**src/rtl/irq_vector_pkg.sv**
```systemverilog
package irq_vector_pkg;

  // Register port selects; the write and read sides share the encoding.
  typedef enum logic [1:0] {
    SEL_PEND     = 2'd0,
    SEL_PEND_CLR = 2'd1,
    SEL_MASK     = 2'd2,
    SEL_FAULT    = 2'd3
  } irq_sel_e;

endpackage

```
**src/rtl/irq_prio_enc.sv**
```systemverilog
module irq_prio_enc #(
  parameter int W  = 16,
  localparam int IW = $clog2(W)
) (
  input  logic [W-1:0]  req,
  output logic          any,
  output logic [IW-1:0] idx,
  output logic [W-1:0]  grant
);

  // above[i] is 1 when some request above bit i is present.
  logic [W-1:0] above;

  assign above[W-1] = 1'b0;

  genvar gi;
  generate
    for (gi = W - 2; gi >= 0; gi--) begin : g_chain
      assign above[gi] = above[gi+1] | req[gi+1];
    end
  endgenerate

  assign grant = req & ~above;
  assign any   = |req;

  // grant is one-hot or zero, so ORing the indices encodes it.
  always_comb begin
    idx = '0;
    for (int i = 0; i < W; i++) begin
      if (grant[i]) idx = idx | IW'(i);
    end
  end

endmodule

```
**src/rtl/irq_pend_reg.sv**
```systemverilog
module irq_pend_reg #(
  parameter int               W          = 16,
  parameter logic [W-1:0]     VALID_MASK = '1
) (
  input  logic         clk,
  input  logic         rst_n,
  input  logic [W-1:0] hw_set,
  input  logic         sw_set_en,
  input  logic         sw_clr_en,
  input  logic [W-1:0] sw_data,
  input  logic [W-1:0] served,
  output logic [W-1:0] pend_q
);

  logic [W-1:0] pend_d;
  logic [W-1:0] clr_bits;
  logic [W-1:0] set_bits;
  logic         pend_en;

  always_comb begin
    clr_bits = sw_clr_en ? sw_data : '0;
    set_bits = hw_set | (sw_set_en ? sw_data : '0);
    // Sources and writes win over clears and over the served bit.
    pend_d   = ((pend_q & ~clr_bits & ~served) | set_bits) & VALID_MASK;
    pend_en  = (|hw_set) | sw_set_en | sw_clr_en | (|served);
  end

  always_ff @(posedge clk or negedge rst_n) begin
    if (!rst_n) begin
      pend_q <= '0;
    end else if (pend_en) begin
      pend_q <= pend_d;
    end
  end

endmodule

```
**src/rtl/irq_fault_reg.sv**
```systemverilog
module irq_fault_reg #(
  parameter int           W        = 16,
  parameter logic [W-1:0] PIN_MASK = '0
) (
  input  logic         clk,
  input  logic         rst_n,
  input  logic         wr_en,
  input  logic [W-1:0] wr_data,
  input  logic [W-1:0] pins,
  output logic [W-1:0] fault_q,
  output logic         any_fault
);

  logic [W-1:0] pin_bits;
  logic [W-1:0] fault_d;
  logic         fault_en;

  always_comb begin
    pin_bits = pins & PIN_MASK;
    // A pin that is still high forces its bit over any written value.
    fault_d  = (wr_en ? wr_data : fault_q) | pin_bits;
    fault_en = wr_en | (|pin_bits);
  end

  always_ff @(posedge clk or negedge rst_n) begin
    if (!rst_n) begin
      fault_q <= '0;
    end else if (fault_en) begin
      fault_q <= fault_d;
    end
  end

  assign any_fault = |fault_q;

endmodule

```
**src/rtl/irq_vector_ctrl.sv**
```systemverilog
module irq_vector_ctrl
  import irq_vector_pkg::*;
#(
  parameter int                 LVL_W     = 16,
  parameter int                 VEC_W     = 16,
  parameter int                 VEC_BASE  = 'h400,
  parameter int                 VEC_STEP  = 4,
  parameter int                 MERR_BIT  = 14,
  parameter logic [LVL_W-1:0]   NOMASK    = 'h8400,
  parameter logic [LVL_W-1:0]   FLT_PINS  = 'h2100
) (
  input  logic             clk,
  input  logic             rst_n,
  input  logic [LVL_W-1:0] src_i,
  input  logic [LVL_W-1:0] fault_pin_i,
  input  logic             wr_en_i,
  input  logic [1:0]       wr_sel_i,
  input  logic [LVL_W-1:0] wr_data_i,
  input  logic [1:0]       rd_sel_i,
  output logic [LVL_W-1:0] rd_data_o,
  input  logic             ie_set_i,
  input  logic             ie_clr_i,
  output logic             irq_req_o,
  output logic [VEC_W-1:0] irq_vec_o
);

  localparam int               IDX_W      = $clog2(LVL_W);
  localparam logic [LVL_W-1:0] BIT0       = LVL_W'(1);
  localparam logic [LVL_W-1:0] MERR_ONE   = LVL_W'(1) << MERR_BIT;
  localparam logic [LVL_W-1:0] VALID_MASK = ~BIT0;
  localparam logic [LVL_W-1:0] SRC_MASK   = ~(BIT0 | MERR_ONE);
  localparam logic [VEC_W-1:0] SPARE_VEC  = VEC_W'(VEC_BASE + VEC_STEP * (LVL_W - 1));

  // Reset synchronizer: asserts asynchronously, releases on the clock.
  logic [1:0] rst_sync_q;
  logic       core_rst_n;

  always_ff @(posedge clk or negedge rst_n) begin
    if (!rst_n) begin
      rst_sync_q <= 2'b00;
    end else begin
      rst_sync_q <= {rst_sync_q[0], 1'b1};
    end
  end

  assign core_rst_n = rst_sync_q[1];

  // Decode of the register port.
  irq_sel_e wsel;
  irq_sel_e rsel;
  logic     wr_pend;
  logic     wr_clr;
  logic     wr_mask;
  logic     wr_fault;

  assign wsel     = irq_sel_e'(wr_sel_i);
  assign rsel     = irq_sel_e'(rd_sel_i);
  assign wr_pend  = wr_en_i && (wsel == SEL_PEND);
  assign wr_clr   = wr_en_i && (wsel == SEL_PEND_CLR);
  assign wr_mask  = wr_en_i && (wsel == SEL_MASK);
  assign wr_fault = wr_en_i && (wsel == SEL_FAULT);

  // Fault register and machine-error level.
  logic [LVL_W-1:0] fault_q;
  logic             merr;

  irq_fault_reg #(
    .W        (LVL_W),
    .PIN_MASK (FLT_PINS)
  ) u_fault (
    .clk       (clk),
    .rst_n     (core_rst_n),
    .wr_en     (wr_fault),
    .wr_data   (wr_data_i),
    .pins      (fault_pin_i),
    .fault_q   (fault_q),
    .any_fault (merr)
  );

  // Pending register.
  logic [LVL_W-1:0] hw_set;
  logic [LVL_W-1:0] served;
  logic [LVL_W-1:0] pend_q;

  assign hw_set = (src_i & SRC_MASK) | (merr ? MERR_ONE : '0);

  irq_pend_reg #(
    .W          (LVL_W),
    .VALID_MASK (VALID_MASK)
  ) u_pend (
    .clk       (clk),
    .rst_n     (core_rst_n),
    .hw_set    (hw_set),
    .sw_set_en (wr_pend),
    .sw_clr_en (wr_clr),
    .sw_data   (wr_data_i),
    .served    (served),
    .pend_q    (pend_q)
  );

  // Mask register.
  logic [LVL_W-1:0] mask_q;
  logic [LVL_W-1:0] mask_d;

  always_comb mask_d = wr_data_i;

  always_ff @(posedge clk or negedge core_rst_n) begin
    if (!core_rst_n) begin
      mask_q <= '0;
    end else if (wr_mask) begin
      mask_q <= mask_d;
    end
  end

  // Priority choice among eligible pending bits.
  logic [LVL_W-1:0] eligible;
  logic             win_any;
  logic [IDX_W-1:0] win_idx;
  logic [LVL_W-1:0] win_grant;

  assign eligible = pend_q & (mask_q | NOMASK);

  irq_prio_enc #(
    .W (LVL_W)
  ) u_prio (
    .req   (eligible),
    .any   (win_any),
    .idx   (win_idx),
    .grant (win_grant)
  );

  // Service decision, enable, and registered strobe and vector.
  logic             ie_q;
  logic             ie_d;
  logic             service;
  logic             take;
  logic             coincident;
  logic [VEC_W-1:0] vec_pick;
  logic [VEC_W-1:0] vec_d;
  logic             req_q;
  logic [VEC_W-1:0] vec_q;

  always_comb begin
    service    = ie_q & win_any;
    take       = service & ~ie_clr_i;
    coincident = service & ie_clr_i;
    served     = take ? win_grant : '0;
    vec_pick   = VEC_W'(VEC_BASE + VEC_STEP * ((LVL_W - 1) - int'(win_idx)));
    vec_d      = coincident ? SPARE_VEC : vec_pick;
    if (service) begin
      ie_d = 1'b0;
    end else if (ie_clr_i) begin
      ie_d = 1'b0;
    end else if (ie_set_i) begin
      ie_d = 1'b1;
    end else begin
      ie_d = ie_q;
    end
  end

  always_ff @(posedge clk or negedge core_rst_n) begin
    if (!core_rst_n) begin
      ie_q  <= 1'b0;
      req_q <= 1'b0;
    end else begin
      ie_q  <= ie_d;
      req_q <= service;
    end
  end

  always_ff @(posedge clk or negedge core_rst_n) begin
    if (!core_rst_n) begin
      vec_q <= '0;
    end else if (service) begin
      vec_q <= vec_d;
    end
  end

  assign irq_req_o = req_q;
  assign irq_vec_o = vec_q;

  // Read-back.
  always_comb begin
    unique case (rsel)
      SEL_PEND:  rd_data_o = pend_q;
      SEL_MASK:  rd_data_o = mask_q;
      SEL_FAULT: rd_data_o = fault_q;
      default:   rd_data_o = '0;
    endcase
  end

endmodule

```
**config.mk**
```make
export PLATFORM = sky130hd
export DESIGN_NAME = irq_vector_ctrl
export DESIGN_NICKNAME = d
export VERILOG_FILES = /design/src/rtl/irq_vector_pkg.sv /design/src/rtl/irq_prio_enc.sv /design/src/rtl/irq_pend_reg.sv /design/src/rtl/irq_fault_reg.sv /design/src/rtl/irq_vector_ctrl.sv
export SDC_FILE = /design/constraint.sdc
export NUM_CORES = 1
export LEC_CHECK = 0
export ABC_AREA = 1
export CAP_MARGIN = 20
export CORE_AREA = 5 5 95 97
export DETAILED_ROUTE_END_ITERATION = 10
export DIE_AREA = 0 0 100 102
export PLACE_DENSITY = 0.7
export RECOVER_POWER = 100
export REMOVE_ABC_BUFFERS = 1
export SLEW_MARGIN = 20
export SYNTH_ARGS = -nofsm -noshare
export SYNTH_HDL_FRONTEND = slang
export SYNTH_SLANG_ARGS = --single-unit
```
**constraint.sdc**
```tcl
create_clock -name clk -period 2.61 [get_ports clk]
set_clock_uncertainty 0.2 [all_clocks]
set_input_delay 0.522 -clock clk [delete_from_list [all_inputs] [get_ports clk]]
set_output_delay 0.522 -clock clk [all_outputs]
set_load 0.02 [all_outputs]
```
==> parameters.txt <==
Parameter                              Value

Yosys
  Count of synthesis-stage warnings from yosys ... 0
  Post-Synth XOR/XNOR Area ... 0%
  Main area contributors after synthesis ... sky130_fd_sc_hd__dfrtp_1 (45%), sky130_fd_sc_hd__nand2_1 (14%), sky130_fd_sc_hd__o21ai_0 (6.4%)
  Post-synthesis cell area ... 3140 um^2
  Synthesized area per cell ... between 7 and 8 um^2
  Most frequent cell after synthesis ... sky130_fd_sc_hd__nand2_1
  Most frequent cells after synthesis ... sky130_fd_sc_hd__nand2_1 (117), sky130_fd_sc_hd__dfrtp_1 (56), sky130_fd_sc_hd__inv_1 (52)
  Share of synthesized registers carrying an async set or reset ... 100%
  Post-synth EDFFs ... 0
  Dominant combinational cell family by area after synthesis ... simple AND/OR/NAND/NOR gates
  Synthesized-area fraction occupied by and/or/nand/nor cells ... 30.7%
  Synth unique cells ... 32
  Dominant register cell in the synthesized netlist ... sky130_fd_sc_hd__dfrtp_1
  Mux share of post-synthesis cell area ... 0.717%
  Synth Area in Compound Gates ... 12.3%
  Cell taking the most area after synthesis ... sky130_fd_sc_hd__dfrtp_1
  Proportion of netlist area held by the largest area contributor ... approximately 45%
  Synthesized-area fraction occupied by adder cells ... 0%
  Portion of the post-synthesis area used by sequential elements ... 44.6%
  Post-synthesis sequential element count ... 56
  Count of mapped cells out of synthesis ... 417

Setup path
  Cell at the slowest stage of the critical path ... sky130_fd_sc_hd__clkdlybuf4s50_1
  Critical Setup Path Class ... in2out
  Kind of cell with the highest combined delay on the critical path ... buffers and inverters
  Worst endpoint required time ... between 1.5 and 2 ns
  Worst r2r src ... u_pend.pend_q[13]$_DFFE_PN0P_
  Element type at the critical path start ... primary input
  CP cell instances ... clkdlybuf4s50_1, inv_1, nor2_2, buf_6, a22o_1, clkdlybuf4s15_1
  Register-to-register setup slack ... 0.53 ns
  Kind of end point of the critical path ... output port
  Critical path arrival ... 1.82 ns
  Crit-path max cell delay ... 0.51 ns
  Worst Path Max Fanout ... 9
  Reg2reg path depth ... 11
  Worst R2R End ... u_pend.pend_q[1]$_DFFE_PN0P_
  Buffer and inverter count on the worst path ... 4

Power
  Maximum ir drop on the vdd rail ... roughly 330 uV
  Power density normalized to cell area ... between 500 and 600 nW/um^2
  Standby leakage power ... 0.00181 uW

Global route
  Aggregate global-route resource usage ... 17.0%
  Largest net degree at the start of global routing ... 33
  First-pass GRT wire length ... 13.8 mm
  Number of global-route vias before repair ... 2,891
  Congestion Overflow GR ... 0
  Number of antenna violations at the first check in global routing ... 0

Place
  Number of buffers inserted by port buffering ... 62
  Gpl congestion ... around 0.89
  Number of cells after detailed placement ... about 600
  Post-detailed-placement half-perimeter wirelength ... between 6 and 7 mm

Cells and area
  Filler cell count in the final layout ... 811
  Register area ... 1400 um^2
  Final net count ... 544
  N_diodes ... 0
  Area occupied by multi-input gates ... 1390 um^2
  Final cell count without fillers ... between 500 and 600
  Share of post-route cells with drive strength above 1 ... 11.7%
  Area growth, synth to finish ... 23.7%
  Final core area utilization ... a little under 50%

Worst hold path
  Worst Hold Path EP ... rst_sync_q[1]$_DFF_PN0_
  Min-delay src ... rst_sync_q[0]$_DFF_PN0_
  Hold Path Cell Cnt ... 0
  Min-delay worst type ... reg2reg

Detailed routing
  Initial DRC count ... 142
  Post-route ant nets ... 0
  Remaining routing DRC violations ... 0
  Number of vias per cell ... 4.82
  Detailed Routing Iterations Pass 1 ... 5
  Detailed-route wire length ... 8.31 mm
  DR vias ... 2,853
  Detail-routed net length per standard cell ... 14.0 um

Die
  X dimension of the die ... 100 um
  Initial core utilization ... 39.0%
  Area of the core ... 8050 um^2
  Number of placed I/O pins ... 90
  Overall die height ... 102 um
  Number of placement rows ... 33
  Full die area ... 10,200 um^2

STA
  Number of hold violations in the final report ... 0
  Transition at the pin with the smallest max-transition slack ... 1.33 ns
  Post-route fraction of the period consumed by the critical path ... 97.3%
  Minimum hold slack ... 0.163 ns
  Max-slew violations ... 0
  Unrepaired setup endpoints after global routing ... no
  Endpoints failing setup ... 0
  Max Clk Rate ... between 300 and 400 MHz
  Max_slew headroom ... between 10% and 20%
  Total negative setup slack ... 0 ns
  Minimum clock period ... 2.54 ns

Clock network
  # H-tree levels ... 2
  Number of buffers on the longest clock path ... 2
  Clock latency at the later pin of the worst-skew pair ... roughly 0.31 ns
  Clock-pin slew on the worst setup and hold paths ... 0.10 ns
  Clk Tree Root Cell ... sky130_fd_sc_hd__clkbuf_8
  TritonCTS buffer count ... 5
  Number of sinks handled by clock tree synthesis ... 56
  Clock tree from TritonCTS ... built
  Post-CTS Hold Buffers ... 0

Flow run
  MaxCap Viol Count ... 0

Outcome
  Run status ... complete, no violations
## logic make-up (layout without fill, tap and decap cells)
| family | after synthesis | count (layout) |
|---|---|---|
| flip-flops | 56 | 56 |
| AND/OR/NAND/NOR | 207 | 207 |
| multiplexers | 2 | 2 |
| other | 2 | 12 |
| AO/OA/AOI/OAI | 68 | 68 |
| buffers and inverters | 82 | 142 |
## cells in the final DEF, fill, tap and decap left out, types with 2 or more instances in the layout
cell type / count
sky130_fd_sc_hd__a21oi_1: 7
sky130_fd_sc_hd__buf_4: 6
sky130_fd_sc_hd__clkbuf_1: 6
sky130_fd_sc_hd__clkbuf_2: 10
sky130_fd_sc_hd__clkbuf_8: 5
sky130_fd_sc_hd__clkdlybuf4s15_2: 5
sky130_fd_sc_hd__clkdlybuf4s50_1: 37
sky130_fd_sc_hd__conb_1: 12
sky130_fd_sc_hd__dfrtp_1: 56
sky130_fd_sc_hd__dlygate4sd3_1: 9
sky130_fd_sc_hd__inv_1: 53
sky130_fd_sc_hd__inv_2: 5
sky130_fd_sc_hd__mux2_2: 2
sky130_fd_sc_hd__nand2_1: 120
sky130_fd_sc_hd__nand2_2: 8
sky130_fd_sc_hd__nand3_1: 28
sky130_fd_sc_hd__nand3b_1: 6
sky130_fd_sc_hd__nand4_1: 3
sky130_fd_sc_hd__nor2_1: 23
sky130_fd_sc_hd__nor2_2: 6
sky130_fd_sc_hd__nor2_4: 3
sky130_fd_sc_hd__nor3_1: 4
sky130_fd_sc_hd__nor4_1: 3
sky130_fd_sc_hd__o211ai_1: 14
sky130_fd_sc_hd__o21ai_0: 42
sky130_fd_sc_hd__o21bai_1: 3
## flip-flops by register name (all words and copies together), names as in the netlist
register and cells:
mask_q 16, u_fault.fault_q 16, u_pend.pend_q 15, irq_vec_o 5, rst_sync_q 2, ie_q 1
irq_req_o 1
## worst register-to-register path, cell delays in order, from the launching register on
cell	delay (ns)
sky130_fd_sc_hd__dfrtp_1	0.39
sky130_fd_sc_hd__nand2_1	0.16
sky130_fd_sc_hd__nand2_1	0.11
sky130_fd_sc_hd__clkinv_1	0.07
sky130_fd_sc_hd__nand2_2	0.06
sky130_fd_sc_hd__nor2_1	0.03
sky130_fd_sc_hd__nand2_1	0.10
sky130_fd_sc_hd__nand3_1	0.21
sky130_fd_sc_hd__inv_1	0.30
sky130_fd_sc_hd__nand3_1	0.18
sky130_fd_sc_hd__nand2_1	0.09
sky130_fd_sc_hd__nand3_1	0.06
## area by class of cell
type / instances / share of cell area [%]
Sequential cell: 56 / 36.0
Clock buffer: 5 / 1.77
Tap cell: 105 / 3.38
Clock inverter: 2 / 0.322
Timing Repair Buffer: 75 / 16.9
Inverter: 60 / 5.86
Multi-Input combinational cell: 289 / 35.8
## metrics by stage
step	instance area (um^2)	worst slack, ns	power, uW
CTS	4000	-0.00515	2100
global placement	3900	-0.395	1640
floorplan	3050	0.503	1400
detailed placement	3900	-0.379	1660
finish	3890	0.0696	2060
global route	3890	0.00492	2190
## report_power, final
part           switching, uW  internal [uW]
registers               84.3            968
clock network            280            183
logic                    328            218
## how the worst max path moves through the flow
stage,from,endpoint,slack (ns),depth (start not counted)
3_5_place_dp,rd_sel_i[1],rd_data_o[9],-0.38,7
3_3_place_gp,rd_sel_i[1],rd_data_o[9],-0.39,7
5_1_grt,rd_sel_i[1],rd_data_o[14],0.005,7
2_1_floorplan,rd_sel_i[1],rd_data_o[0],0.50,3
4_1_cts,rd_sel_i[0],rd_data_o[15],-0.005,6
6_report,rd_sel_i[1],rd_data_o[0],0.07,6
## layer usage
layer | GRT usage, % | up-vias | part of all wire [%]
met5 | 0 | - | 0
met4 | 3.11 | 0 | 0.69
met3 | 3.21 | 6 | 7.0
met2 | 28.6 | 96 | 47
met1 | 23.4 | 1315 | 45
li1 | - | 1436 | -
## timing repair
item                       CTS  global route
gates resized for setup     46            12
setup endpoints to repair   16            16
buffers inserted             0             0
pin swaps                    0             0
No activity file was read; power rests on OpenSTA's default activity.
